`config.mk`:
```
export PLATFORM = sky130hd
export DESIGN_NAME = smb_addr_matcher
export DESIGN_NICKNAME = d
export VERILOG_FILES = /design/src/rtl/smb_match_pkg.sv /design/src/rtl/smb_bus_cond.sv /design/src/rtl/smb_addr_shift.sv /design/src/rtl/smb_addr_cmp.sv /design/src/rtl/smb_addr_matcher.sv
export SDC_FILE = /design/constraint.sdc
export NUM_CORES = 1
export LEC_CHECK = 0
export BUFFER_PORTS_ARGS = -buffer_cell sky130_fd_sc_hd__buf_4
export CAP_MARGIN = 20
export CORE_UTILIZATION = 50
export DETAILED_ROUTE_END_ITERATION = 7
export GPL_ROUTABILITY_DRIVEN = 0
export GPL_TIMING_DRIVEN = 1
export PLACE_DENSITY_LB_ADDON = 0.08
export SLEW_MARGIN = 20
export SYNTH_ARGS = -nofsm -noshare
export SYNTH_HDL_FRONTEND = slang
export SYNTH_SLANG_ARGS = --single-unit
```
`constraint.sdc`:
```
create_clock -name clk -period 2 [get_ports clk]
set_clock_uncertainty 0.15 [all_clocks]
set_input_delay 0.1 -clock clk [delete_from_list [all_inputs] [get_ports clk]]
set_output_delay 0.1 -clock clk [all_outputs]
set_load 0.01 [all_outputs]
```
`src/rtl/smb_match_pkg.sv`:
```
package smb_match_pkg;
   localparam int unsigned SMB_ADDR_W = 7;
   localparam int unsigned SRC_CNT    = 4;
   localparam int unsigned SRC_OWN    = 0;
   localparam int unsigned SRC_ALERT  = 1;
   localparam int unsigned SRC_DEFLT  = 2;
   localparam int unsigned SRC_HOST   = 3;

   localparam logic [SMB_ADDR_W-1:0] ALERT_ADDR = 7'h0C;
   localparam logic [SMB_ADDR_W-1:0] DEFLT_ADDR = 7'h61;
   localparam logic [SMB_ADDR_W-1:0] HOST_ADDR  = 7'h08;

   typedef enum logic [2:0] {
      PH_IDLE,
      PH_ADDR,
      PH_ACKW,
      PH_ACK,
      PH_HOLD,
      PH_PASS,
      PH_SKIP
   } phase_t;

   function automatic logic [SMB_ADDR_W-1:0] fixed_addr(input int unsigned idx);
      case (idx)
         SRC_ALERT: fixed_addr = ALERT_ADDR;
         SRC_DEFLT: fixed_addr = DEFLT_ADDR;
         SRC_HOST:  fixed_addr = HOST_ADDR;
         default:   fixed_addr = '0;
      endcase
   endfunction
endpackage

```
`src/rtl/smb_bus_cond.sv`:
```
module smb_bus_cond (
   input  logic clk,
   input  logic rst_n,
   input  logic scl_i,
   input  logic sda_i,
   output logic scl_rise_o,
   output logic scl_fall_o,
   output logic start_o,
   output logic stop_o
);
   logic scl_q, sda_q;

   always_ff @(posedge clk) begin
      if (!rst_n) begin
         scl_q <= 1'b1;
         sda_q <= 1'b1;
      end else begin
         scl_q <= scl_i;
         sda_q <= sda_i;
      end
   end

   assign scl_rise_o = !scl_q && scl_i;
   assign scl_fall_o = scl_q && !scl_i;
   assign start_o    = scl_q && scl_i && sda_q && !sda_i;
   assign stop_o     = scl_q && scl_i && !sda_q && sda_i;
endmodule

```
`src/rtl/smb_addr_shift.sv`:
```
module smb_addr_shift #(
   parameter int unsigned FRAME_W = 8
) (
   input  logic               clk,
   input  logic               rst_n,
   input  logic               restart_i,
   input  logic               shift_i,
   input  logic               bit_i,
   output logic [FRAME_W-1:0] frame_o,
   output logic               full_o
);
   localparam int unsigned CNT_W = $clog2(FRAME_W + 1);
   localparam logic [CNT_W-1:0] CNT_FULL = CNT_W'(FRAME_W);

   logic [CNT_W-1:0] cnt_q;

   always_ff @(posedge clk) begin
      if (!rst_n) begin
         cnt_q   <= '0;
         frame_o <= '0;
      end else if (restart_i) begin
         cnt_q   <= '0;
      end else if (shift_i && !full_o) begin
         cnt_q   <= cnt_q + 1'b1;
         frame_o <= {frame_o[FRAME_W-2:0], bit_i};
      end
   end

   assign full_o = (cnt_q == CNT_FULL);
endmodule

```
`src/rtl/smb_addr_cmp.sv`:
```
module smb_addr_cmp
   import smb_match_pkg::*;
#(
   parameter int unsigned ADDR_W = SMB_ADDR_W,
   parameter int unsigned N_SRC  = SRC_CNT
) (
   input  logic [ADDR_W-1:0] own_addr_i,
   input  logic [N_SRC-1:0]  en_i,
   input  logic [ADDR_W-1:0] addr_i,
   output logic [N_SRC-1:0]  hit_o
);
   for (genvar i = 0; i < N_SRC; i++) begin : g_src
      logic [ADDR_W-1:0] cand;
      if (i == SRC_OWN) begin : g_prog
         assign cand = own_addr_i;
      end else begin : g_fixed
         assign cand = fixed_addr(i);
      end
      assign hit_o[i] = en_i[i] && (addr_i == cand);
   end
endmodule

```
`src/rtl/smb_addr_matcher.sv`:
```
module smb_addr_matcher
   import smb_match_pkg::*;
#(
   parameter int unsigned ADDR_W      = SMB_ADDR_W,
   parameter int unsigned N_SRC       = SRC_CNT,
   parameter bit          HAS_STRETCH = 1'b1
) (
   input  logic              clk,
   input  logic              rst_n,
   input  logic              scl_i,
   input  logic              sda_i,
   input  logic [ADDR_W-1:0] own_addr_i,
   input  logic [N_SRC-1:0]  match_en_i,
   input  logic              stretch_en_i,
   input  logic [N_SRC-1:0]  flag_clr_i,
   output logic              sda_low_o,
   output logic              scl_hold_o,
   output logic [N_SRC-1:0]  match_flags_o,
   output logic              tx_mode_o
);
   localparam int unsigned FRAME_W = ADDR_W + 1;

   if (ADDR_W != SMB_ADDR_W) begin : g_bad_width
      $error("smb_addr_matcher: ADDR_W must be 7");
   end
   if (N_SRC != SRC_CNT) begin : g_bad_src
      $error("smb_addr_matcher: N_SRC must be 4");
   end

   logic scl_rise, scl_fall, start_det, stop_det;
   logic [FRAME_W-1:0] frame;
   logic frame_full;
   logic [N_SRC-1:0] hit;
   logic stretch_ok;
   logic eval;
   phase_t phase_q;

   smb_bus_cond u_cond (
      .clk        (clk),
      .rst_n      (rst_n),
      .scl_i      (scl_i),
      .sda_i      (sda_i),
      .scl_rise_o (scl_rise),
      .scl_fall_o (scl_fall),
      .start_o    (start_det),
      .stop_o     (stop_det)
   );

   smb_addr_shift #(.FRAME_W(FRAME_W)) u_shift (
      .clk       (clk),
      .rst_n     (rst_n),
      .restart_i (start_det),
      .shift_i   (scl_rise && (phase_q == PH_ADDR)),
      .bit_i     (sda_i),
      .frame_o   (frame),
      .full_o    (frame_full)
   );

   smb_addr_cmp #(.ADDR_W(ADDR_W), .N_SRC(N_SRC)) u_cmp (
      .own_addr_i (own_addr_i),
      .en_i       (match_en_i),
      .addr_i     (frame[FRAME_W-1:1]),
      .hit_o      (hit)
   );

   if (HAS_STRETCH) begin : g_stretch
      assign stretch_ok = stretch_en_i;
   end else begin : g_no_stretch
      assign stretch_ok = 1'b0;
   end

   assign eval = (phase_q == PH_ADDR) && frame_full && !start_det && !stop_det;

   always_ff @(posedge clk) begin
      if (!rst_n) begin
         phase_q <= PH_IDLE;
      end else if (start_det) begin
         phase_q <= PH_ADDR;
      end else if (stop_det) begin
         phase_q <= PH_IDLE;
      end else begin
         case (phase_q)
            PH_ADDR: if (frame_full) phase_q <= (|hit) ? PH_ACKW : PH_SKIP;
            PH_ACKW: if (scl_fall) phase_q <= PH_ACK;
            PH_ACK:  if (scl_fall) phase_q <= stretch_ok ? PH_HOLD : PH_PASS;
            PH_HOLD: if (!(|match_flags_o)) phase_q <= PH_PASS;
            default: phase_q <= phase_q;
         endcase
      end
   end

   always_ff @(posedge clk) begin
      if (!rst_n) begin
         match_flags_o <= '0;
         tx_mode_o     <= 1'b0;
      end else begin
         match_flags_o <= (match_flags_o & ~flag_clr_i) | (eval ? hit : '0);
         if (eval && (|hit)) tx_mode_o <= frame[0];
      end
   end

   assign sda_low_o  = (phase_q == PH_ACK);
   assign scl_hold_o = (phase_q == PH_HOLD) && (|match_flags_o);
endmodule

```
### Yosys cells after proc, flatten, opt, wreduce, memory -nomap -nowiden

Cells that the tools add are included.

| storage, ports and cells | value |
|---|---|
| logic and storage cells | 75 |
| latch bits | 0 |
| bits in read-only memories | 0 |
| memories | 0 |
| register bits after elaboration | 22 |
| output and inout port bits | 7 |
| input bits | 20 |
| RAM bits | 0 |

| cells by class | value |
|---|---|
| multiply operators | 0 |
| $add $sub $neg | 1 |
| divide/modulo/power cells | 0 |
| equal/unequal tests | 17 |
| shift-type cells | 0 |
| magnitude comparators | 0 |
| mux-type cells | 10 |
| bitwise logic cells | 5 |
| reductions and logical operators | 34 |

Operators with widths:

| operator | count |
|---|---|
| $logic_and 1x1->1 | 18 |
| $mux 3 | 5 |
| $eq 7x4->1 const B | 2 |
| $ne 4x4->1 const B | 3 |
| $pmux 3 s4 | 1 |
| $reduce_and 5->1 | 2 |
| $reduce_or 4->1 | 2 |
| $eq 7x7->1 | 1 |
| $eq 7x7->1 const B | 1 |
| $logic_not 1->1 | 7 |
| $eq 3x2->1 const B | 2 |
| $ne 2x2->1 const B | 3 |
| $reduce_bool 6->1 | 1 |
| $add 4x1->4 const B | 1 |
| $and 4x4->4 | 1 |
| $eq 4x4->1 const B | 1 |
| $mux 4 | 1 |
| $ne 4x1->1 const B | 1 |
| $not 4->4 | 1 |
| $or 4x4->4 | 1 |
| $reduce_bool 4->1 | 1 |
| $eq 3x1->1 const B | 1 |
| $eq 3x3->1 const B | 1 |
| $mux 1 | 3 |
| other kinds (5) | 6 |

### Longest topological paths before layout

Gate-level depths: netlist (run 1).

| logic depth | value |
|---|---|
| depth in word-level cells | 8 |
| mapped depth | 9 |
| gate-level depth less buffers | 7 |

### Cells and area by module

A second synthesis (run 1) with hierarchy kept.

| second synthesis, totals | value |
|---|---|
| cells, all modules | 129 |
| area, all modules | 1,191.1 sq um |

Modules (own cells, without submodules):

| module | instances | seq. area each (sq um) | cells an instance | area each (sq um) |
|---|---|---|---|---|
| smb_addr_shift | 1 | 240.2 | 53 | 510.5 |
| smb_addr_matcher | 1 | 160.2 | 51 | 465.4 |
| smb_addr_cmp | 1 | 0.0 | 17 | 130.1 |
| smb_bus_cond | 1 | 40.0 | 8 | 85.1 |

### Worst setup path before layout (run 1)

Ideal clock, no wire load.

| timing path | value |
|---|---|
| path kind | flip-flop to flip-flop |
| start point | register u_shift.cnt_q[0] |
| end point | register u_shift.cnt_q[3] |
| setup time | 0.129 ns |
| clock period less this slack | 1.682 ns |
| required time | 1.721 ns |
| setup slack | 0.318 ns |
| arrival | 1.402 ns |
| buffers on the path | 2 |
| stages on the path, launching flop included | 10 |
| path through | dfxtp_1 > inv_1 > ha_1 > nand3b_1 > and3_1 > buf_6 > buf_12 > nand4_4 > xor2_1 > nor2_1 |

| on the way | value |
|---|---|
| cells in the longest elaborated chain, start to end | 3 |
| elaborated cells on any way between the ends | 4 |
| classes of those cells | add/sub (1); eq/ne (1); reduce/logical (2) |

Ends and longest elaborated chain:

| item | line | text |
|---|---|---|
| from (decl) | smb_addr_shift.sv:15 | `logic [CNT_W-1:0] cnt_q;` |
| from (signal assigned) | smb_addr_shift.sv:24 | `cnt_q <= cnt_q + 1'b1;` |
| parallel branches: the longest is 3 deep, another holds $add 4x1->4 | -- |  |

Parallel ways; which one is timed is not known.
A chain may end at the register's enable or synchronous reset.

### Final worst setup path (run 1)

| timing path | value |
|---|---|
| start point | register u_shift.cnt_q[0] |
| end point | register match_flags_o[1] |

| on the way | value |
|---|---|
| cells in the longest elaborated chain, start to end | 6 |

Ends and longest elaborated chain:

| item | line | text |
|---|---|---|
| $eq 4x4->1 | smb_addr_shift.sv:29 | `assign full_o = (cnt_q == CNT_FULL);` |
| $logic_and 1x1->1 (3 in a row) | smb_addr_matcher.sv:72 | `assign eval = (phase_q == PH_ADDR) && frame_full && !start_det && !stop_det;` |
| $mux 4 | smb_addr_matcher.sv:97 | `match_flags_o <= (match_flags_o & ~flag_clr_i) \| (eval ? hit : '0);` |
| $or 4x4->4 | smb_addr_matcher.sv:97 |  |
| to (signal assigned) | smb_addr_matcher.sv:97 |  |
| to (decl) | smb_addr_matcher.sv:18 | `output logic [N_SRC-1:0] match_flags_o,` |

Every way passes these cells.

==> results of run 1 <==
report_power, final:
part           internal [mW]  total (mW)  switching (mW)
sequential             0.443       0.450         0.00720
clock                  0.111       0.253           0.142
combinational         0.0594      0.0938          0.0345
path summary, 6_finish.rpt:
path         depth (start not counted)  slack (ps)               end              from
max                                  7         170  match_flags_o[1]  u_shift.cnt_q[0]
min                                  4          90  match_flags_o[0]     match_en_i[0]
max reg2reg                          7         170  match_flags_o[1]  u_shift.cnt_q[0]
min reg2reg                          2         330         tx_mode_o         tx_mode_o
area by class of cell:
cell class / instances / area [sq um] / area share, %
multi-input cells: 92 / 673.1 / 44.17
inverters: 7 / 26.28 / 1.724
repair buffers: 38 / 312.8 / 20.53
well taps: 28 / 35.03 / 2.299
clock buffers: 4 / 36.28 / 2.381
flip-flops and latches: 22 / 440.4 / 28.90
cells in the final DEF, fill, tap and decap left out, types with 2 or more instances in the layout:
cell and count:
inv_1 7, and2_1 2, xnor2_1 9, nor2b_1 9, nor2_1 8, mux2i_1 11, clkbuf_4 3, dfxtp_1 22
ha_1 2, nand4_1 2, o21ai_0 5, nand2_1 8, nor4_1 2, nand3b_1 3, xor2_1 2, nand2b_1 4
a31oi_1 2, dlygate4sd3_1 11, o211ai_1 2, buf_4 27
flip-flops by register name (all words and copies together), names as in the netlist:
register and flops:
u_shift.cnt_q 4, tx_mode_o 1, u_shift.frame_o 8, u_cond.scl_q 1, match_flags_o 4, u_cond.sda_q 1, phase_q 3
per-stage QoR:
stage | utilization [%] | instances | setup slack [ps] | hold WS (ps)
after floorplan | - | 127 | 318.4 | 51.47
after global placement | 61.68 | 176 | 277.8 | 166.2
after detailed placement | 61.68 | 176 | 210.9 | 169.4
after CTS | 68.24 | 191 | 185.7 | 79.60
after global routing | 68.24 | 191 | 30.71 | 97.42
final | 68.24 | 191 | 172.3 | 85.29
layer usage:
| layer | vias up | share of wire, % |
|---|---|---|
| met5 | - | 0 |
| met2 | 24 | 49 |
| met1 | 481 | 46 |
| li1 | 511 | - |
| met3 | 5 | 4.1 |
| met4 | 0 | 1.2 |
worst register-to-register path, stage by stage, from the launching register on:
cell      delay [ps]
dfxtp_1          480
inv_1             70
ha_1             210
and4bb_2         240
o211ai_1         180
nor2_1           120
a32oi_1          210
nor2b_1           60
logic make-up (layout without fill, tap and decap cells):
family                     Yosys count  count (layout)  synth area share [%]
adders and majority gates            2               2                 2.094
xor gates and xnor gates            11              11                 8.063
buffers and inverters               13              49                 6.806
and+or+nand+nor                     49              49                 25.86
muxes                               11              11                 9.215
AOI/OAI and AO/OA                   19              19                 11.10
DFF                                 22              22                 36.86
==> results by group, run 1 <==
Clock network
  – Clock buffer depth: 2
  – H-Tree Depth: 1
  – Total CTS buffers: 3
  – CTS Sinks: 22
  – Post_cts resized: 0
  – Root buffer cell: clkbuf_4
  – CTS tree: yes
  – Post-CTS Hold Buffers: 11
  – Clock-pin transition on the worst setup and hold timing paths: 130 ps
  – Clock latency on the worst-skew pair: 320 ps
  – Post-CTS Setup Bufs: 0

Routing
  – # DRC: 0
  – DR pass1 iterations: 4
  – Number of nets with antenna violations after routing: 0
  – Avg Vias per Cell: 5.346
  – Routed len/inst: 13.28 um
  – Initial drt markers: 13
  – Routed WL: 2537 um
  – Vias: 1021

Finish
  – Finished Cell Area: 0.001524 sq mm
  – Final Net Count: 186
  – Fill cell count: 187
  – Ratio of cells with drive above 1 in the final layout: 22.09%
  – Antenna diodes: 0
  – Area grow syn2layout: 27.54%

GRT
  – Met1 GRT Util: 26.57%
  – Vias in the first global route: 993
  – Met3 Resource Use GR: 5.952%
  – Largest net degree at the start of global routing: 20
  – Global route hottest layer: met2
  – Global-route wire length before repair: 4305 um
  – Met2 Use GR: 39.56%
  – Total gr overflow: 0
  – GRT Overall Usage: 22.51%
  – Antenna violations before repair: 0

Synth
  – YS warnings: 0
  – Synth Instances: 127
  – #FFs+latches synth: 22
  – Top cell type's share of synthesized area: 36.86%
  – Syn nets: 149
  – Ys async rst share: 0%
  – EDFF count, synth: 0
  – Main flop type after synthesis: dfxtp_1
  – Synth unique cells: 42
  – Post-synth top area cell: dfxtp_1
  – Mean Syn Cell Area: 9.409 sq um
  – Most common library cells after synthesis: 22 x dfxtp_1, 11 x mux2i_1, 9 x nor2b_1, 9 x xnor2_1
  – Synth area leaders: dfxtp_1 37%, mux2i_1 9.2%, xnor2_1 6.6%
  – Sequential fraction of the synthesis area: 36.86%
  – Cell area after synthesis: 0.001195 sq mm
  – Most frequent cell after synthesis: dfxtp_1

Timing
  – Final setup TNS: 0 ps
  – Final min period: 1828 ps
  – F_max: 0.5471 GHz
  – RSZ-0062 raised after global routing: no
  – Hold Fails Final Rpt: 0
  – Actual slew at the worst max-slew pin: 484.9 ps
  – Setup violations, final: 0
  – Max_slew headroom: 67.33%
  – Pins Over Slew Limit: 0
  – Final period util: 91.39%

Floorplanning
  – Row cnt: 17
  – Die ar.: 0.002589 sq mm
  – Starting Density: 53.50%
  – Die Y: 50.89 um
  – IO Pins: 27
  – Core Box Area: 0.002233 sq mm
  – Die W: 50.89 um

Setup path
  – Worst path bufs/invs: 1
  – Crit path max-delay family: flip-flops
  – Critical Path Fanout Max: 4
  – Critical path class: flop to flop
  – Critical path, cell by cell: inv_1 > ha_1 > and4bb_2 > o211ai_1 > nor2_1 > a32oi_1 > nor2b_1
  – Max stage delay on crit path: 480 ps
  – Crit path launch type: flop
  – Worst Setup End Kind: flop
  – Critical path's slowest cell: dfxtp_1
  – CP arrival: 1900 ps
  – Crit path required time: 2070 ps

Run status
  – Outcome: finished, final reports clean

Hold path
  – Hold Crit Class: input pin to flop

Place
  – Port Buffer Count: 26
  – Area of placed instances: 0.001378 sq mm
  – DP HPWL: 1842 um

Power and ir drop
  – Pwr/cell area: 523.0 mW/mm^2
  – Overall Power: 797.1 uW
  – Pleak: 0.5812 nW
  – Worst IR drop on VDD: 0.0003550 V

Flow run
  – Max-cap violation count: 0
(Power assumes the default switching activity.)
==> run 2, diff against run 1 <==
Clock period 2 ns to 1.9 ns, I/O delays scaled along.
==> results by group, run 2 (same netlist as run 1, synthesis figures left out) <==
Run status
  – Outcome: finished, final reports clean

Timing
  – Final setup TNS: 0 ps
  – RSZ-0062 raised after global routing: no
  – Pins Over Slew Limit: 0
  – Final min period: 1754 ps
  – Final period util: 92.30%
  – Setup violations, final: 0
  – Max_slew headroom: 68.68%
  – Hold Fails Final Rpt: 0
  – Actual slew at the worst max-slew pin: 464.9 ps
  – F_max: 0.5702 GHz

Power and ir drop
  – Overall Power: 938.8 uW
  – Pwr/cell area: 601.7 mW/mm^2
  – Worst IR drop on VDD: 0.0004527 V
  – Pleak: 0.5963 nW

Floorplanning
  – Die Y: 50.89 um
  – Row cnt: 17
  – IO Pins: 27
  – Core Box Area: 0.002233 sq mm
  – Starting Density: 53.50%
  – Die W: 50.89 um
  – Die ar.: 0.002589 sq mm

Finish
  – Finished Cell Area: 0.001560 sq mm
  – Ratio of cells with drive above 1 in the final layout: 22.56%
  – Fill cell count: 192
  – Register Area: 440.4 sq um
  – Max reg flops: 8
  – Largest Register: u_shift.frame_o
  – Most frequent cells in the layout: 27 x buf_4, 22 x dfxtp_1, 11 x mux2i_1, 11 x dlygate4sd3_1
  – Biggest regs: u_shift.frame_o x8, match_flags_o x4, u_shift.cnt_q x4
  – Finished Core Util: 69.86%
  – Final Net Count: 187
  – Leading cell type in the layout, fill and taps excluded: buf_4
  – Antenna diodes: 0
  – Area of the multi-input gates: 673.1 sq um
  – Non-Filler Instances: 192
  – Area grow syn2layout: 30.58%

GRT
  – Total gr overflow: 0
  – GRT Overall Usage: 21.07%
  – Global-route wire length before repair: 4119 um
  – Largest net degree at the start of global routing: 20
  – Antenna violations before repair: 0
  – Vias in the first global route: 918

Clock network
  – Clock-pin transition on the worst setup and hold timing paths: 130 ps
  – Total CTS buffers: 3
  – Root buffer cell: clkbuf_4
  – CTS Sinks: 22
  – CTS tree: yes
  – Clock latency on the worst-skew pair: 310 ps
  – Clock buffer depth: 2
  – Post-CTS Hold Buffers: 11
  – Post-CTS Setup Bufs: 0
  – H-Tree Depth: 1
  – Post_cts resized: 0

Place
  – DP HPWL: 1881 um
  – Cells after DPL: 177
  – Area of placed instances: 0.001398 sq mm
  – Port Buffer Count: 26

Routing
  – DR pass1 iterations: 4
  – WL met1: 1143 um
  – Routed len/inst: 13.19 um
  – Met3 routed wirelength: 118 um
  – Number of nets with antenna violations after routing: 0
  – Met2 WL: 1262 um
  – Routed WL: 2532 um
  – Vias: 1035
  – Initial drt markers: 15
  – Avg Vias per Cell: 5.391
  – # DRC: 0
  – DR top layer: met4

Setup path
  – Crit path required time: 1960 ps
  – Worst Setup End Kind: flop
  – Crit path launch type: flop
  – Critical path class: flop to flop
  – Critical Path Fanout Max: 4
  – CP arrival: 1820 ps

Hold path
  – Hold Crit Class: input pin to flop

Flow run
  – Max-cap violation count: 0
run 2: cell count changes in the layout (fill, tap and decap cells not counted):
| cell | delta |
|---|---|
| bufinv_16 | +1 |
| clkbuf_8 | -1 |
| buf_12 | +1 |
run 2: power by group:
group	internal [mW]	switching (mW)	total (mW)
combinational	0.0640	0.0369	0.101
clock	0.213	0.151	0.364
sequential	0.467	0.00704	0.474
total	0.744	0.195	0.939
run 2: path summary, 6_finish.rpt:
path / to / depth (start not counted) / start / slack [ps]
worst min register to register: tx_mode_o / 2 / tx_mode_o / 330
worst max register to register: match_flags_o[1] / 7 / u_shift.cnt_q[1] / 150
worst min-delay path: match_flags_o[0] / 4 / match_en_i[0] / 70
worst max-delay path: match_flags_o[1] / 7 / u_shift.cnt_q[1] / 150
run 2: area by class of cell:
type | instances | share of cell area [%]
clock buffers | 3 | 1.443
clock inverters | 1 | 1.925
inverters | 7 | 1.684
multi-input cells | 92 | 43.14
flip-flops and latches | 22 | 28.23
well taps | 28 | 2.245
repair buffers | 39 | 21.33
run 2: metal layers:
layer,vias up,global-route usage (%)
met3,2,3.571
met1,493,26.92
met2,26,36.22
met5,-,0
met4,0,6.019
li1,514,-
run 2: per-stage QoR:
step	hold WS [ps]	setup WS, ps
detailed placement	168.7	153.1
global placement	161.1	243.0
global route	73.05	17.06
floorplan	46.47	218.4
finish	74.02	146.2
CTS	60.91	137.9
run 2: worst max-delay path, cell delays in order (launching register included):
cell and delay (ps):
dfxtp_1 450, inv_1 70, ha_1 190, and4bb_2 250, o211ai_1 170, nor2_1 110, a32oi_1 210, nor2b_1 60
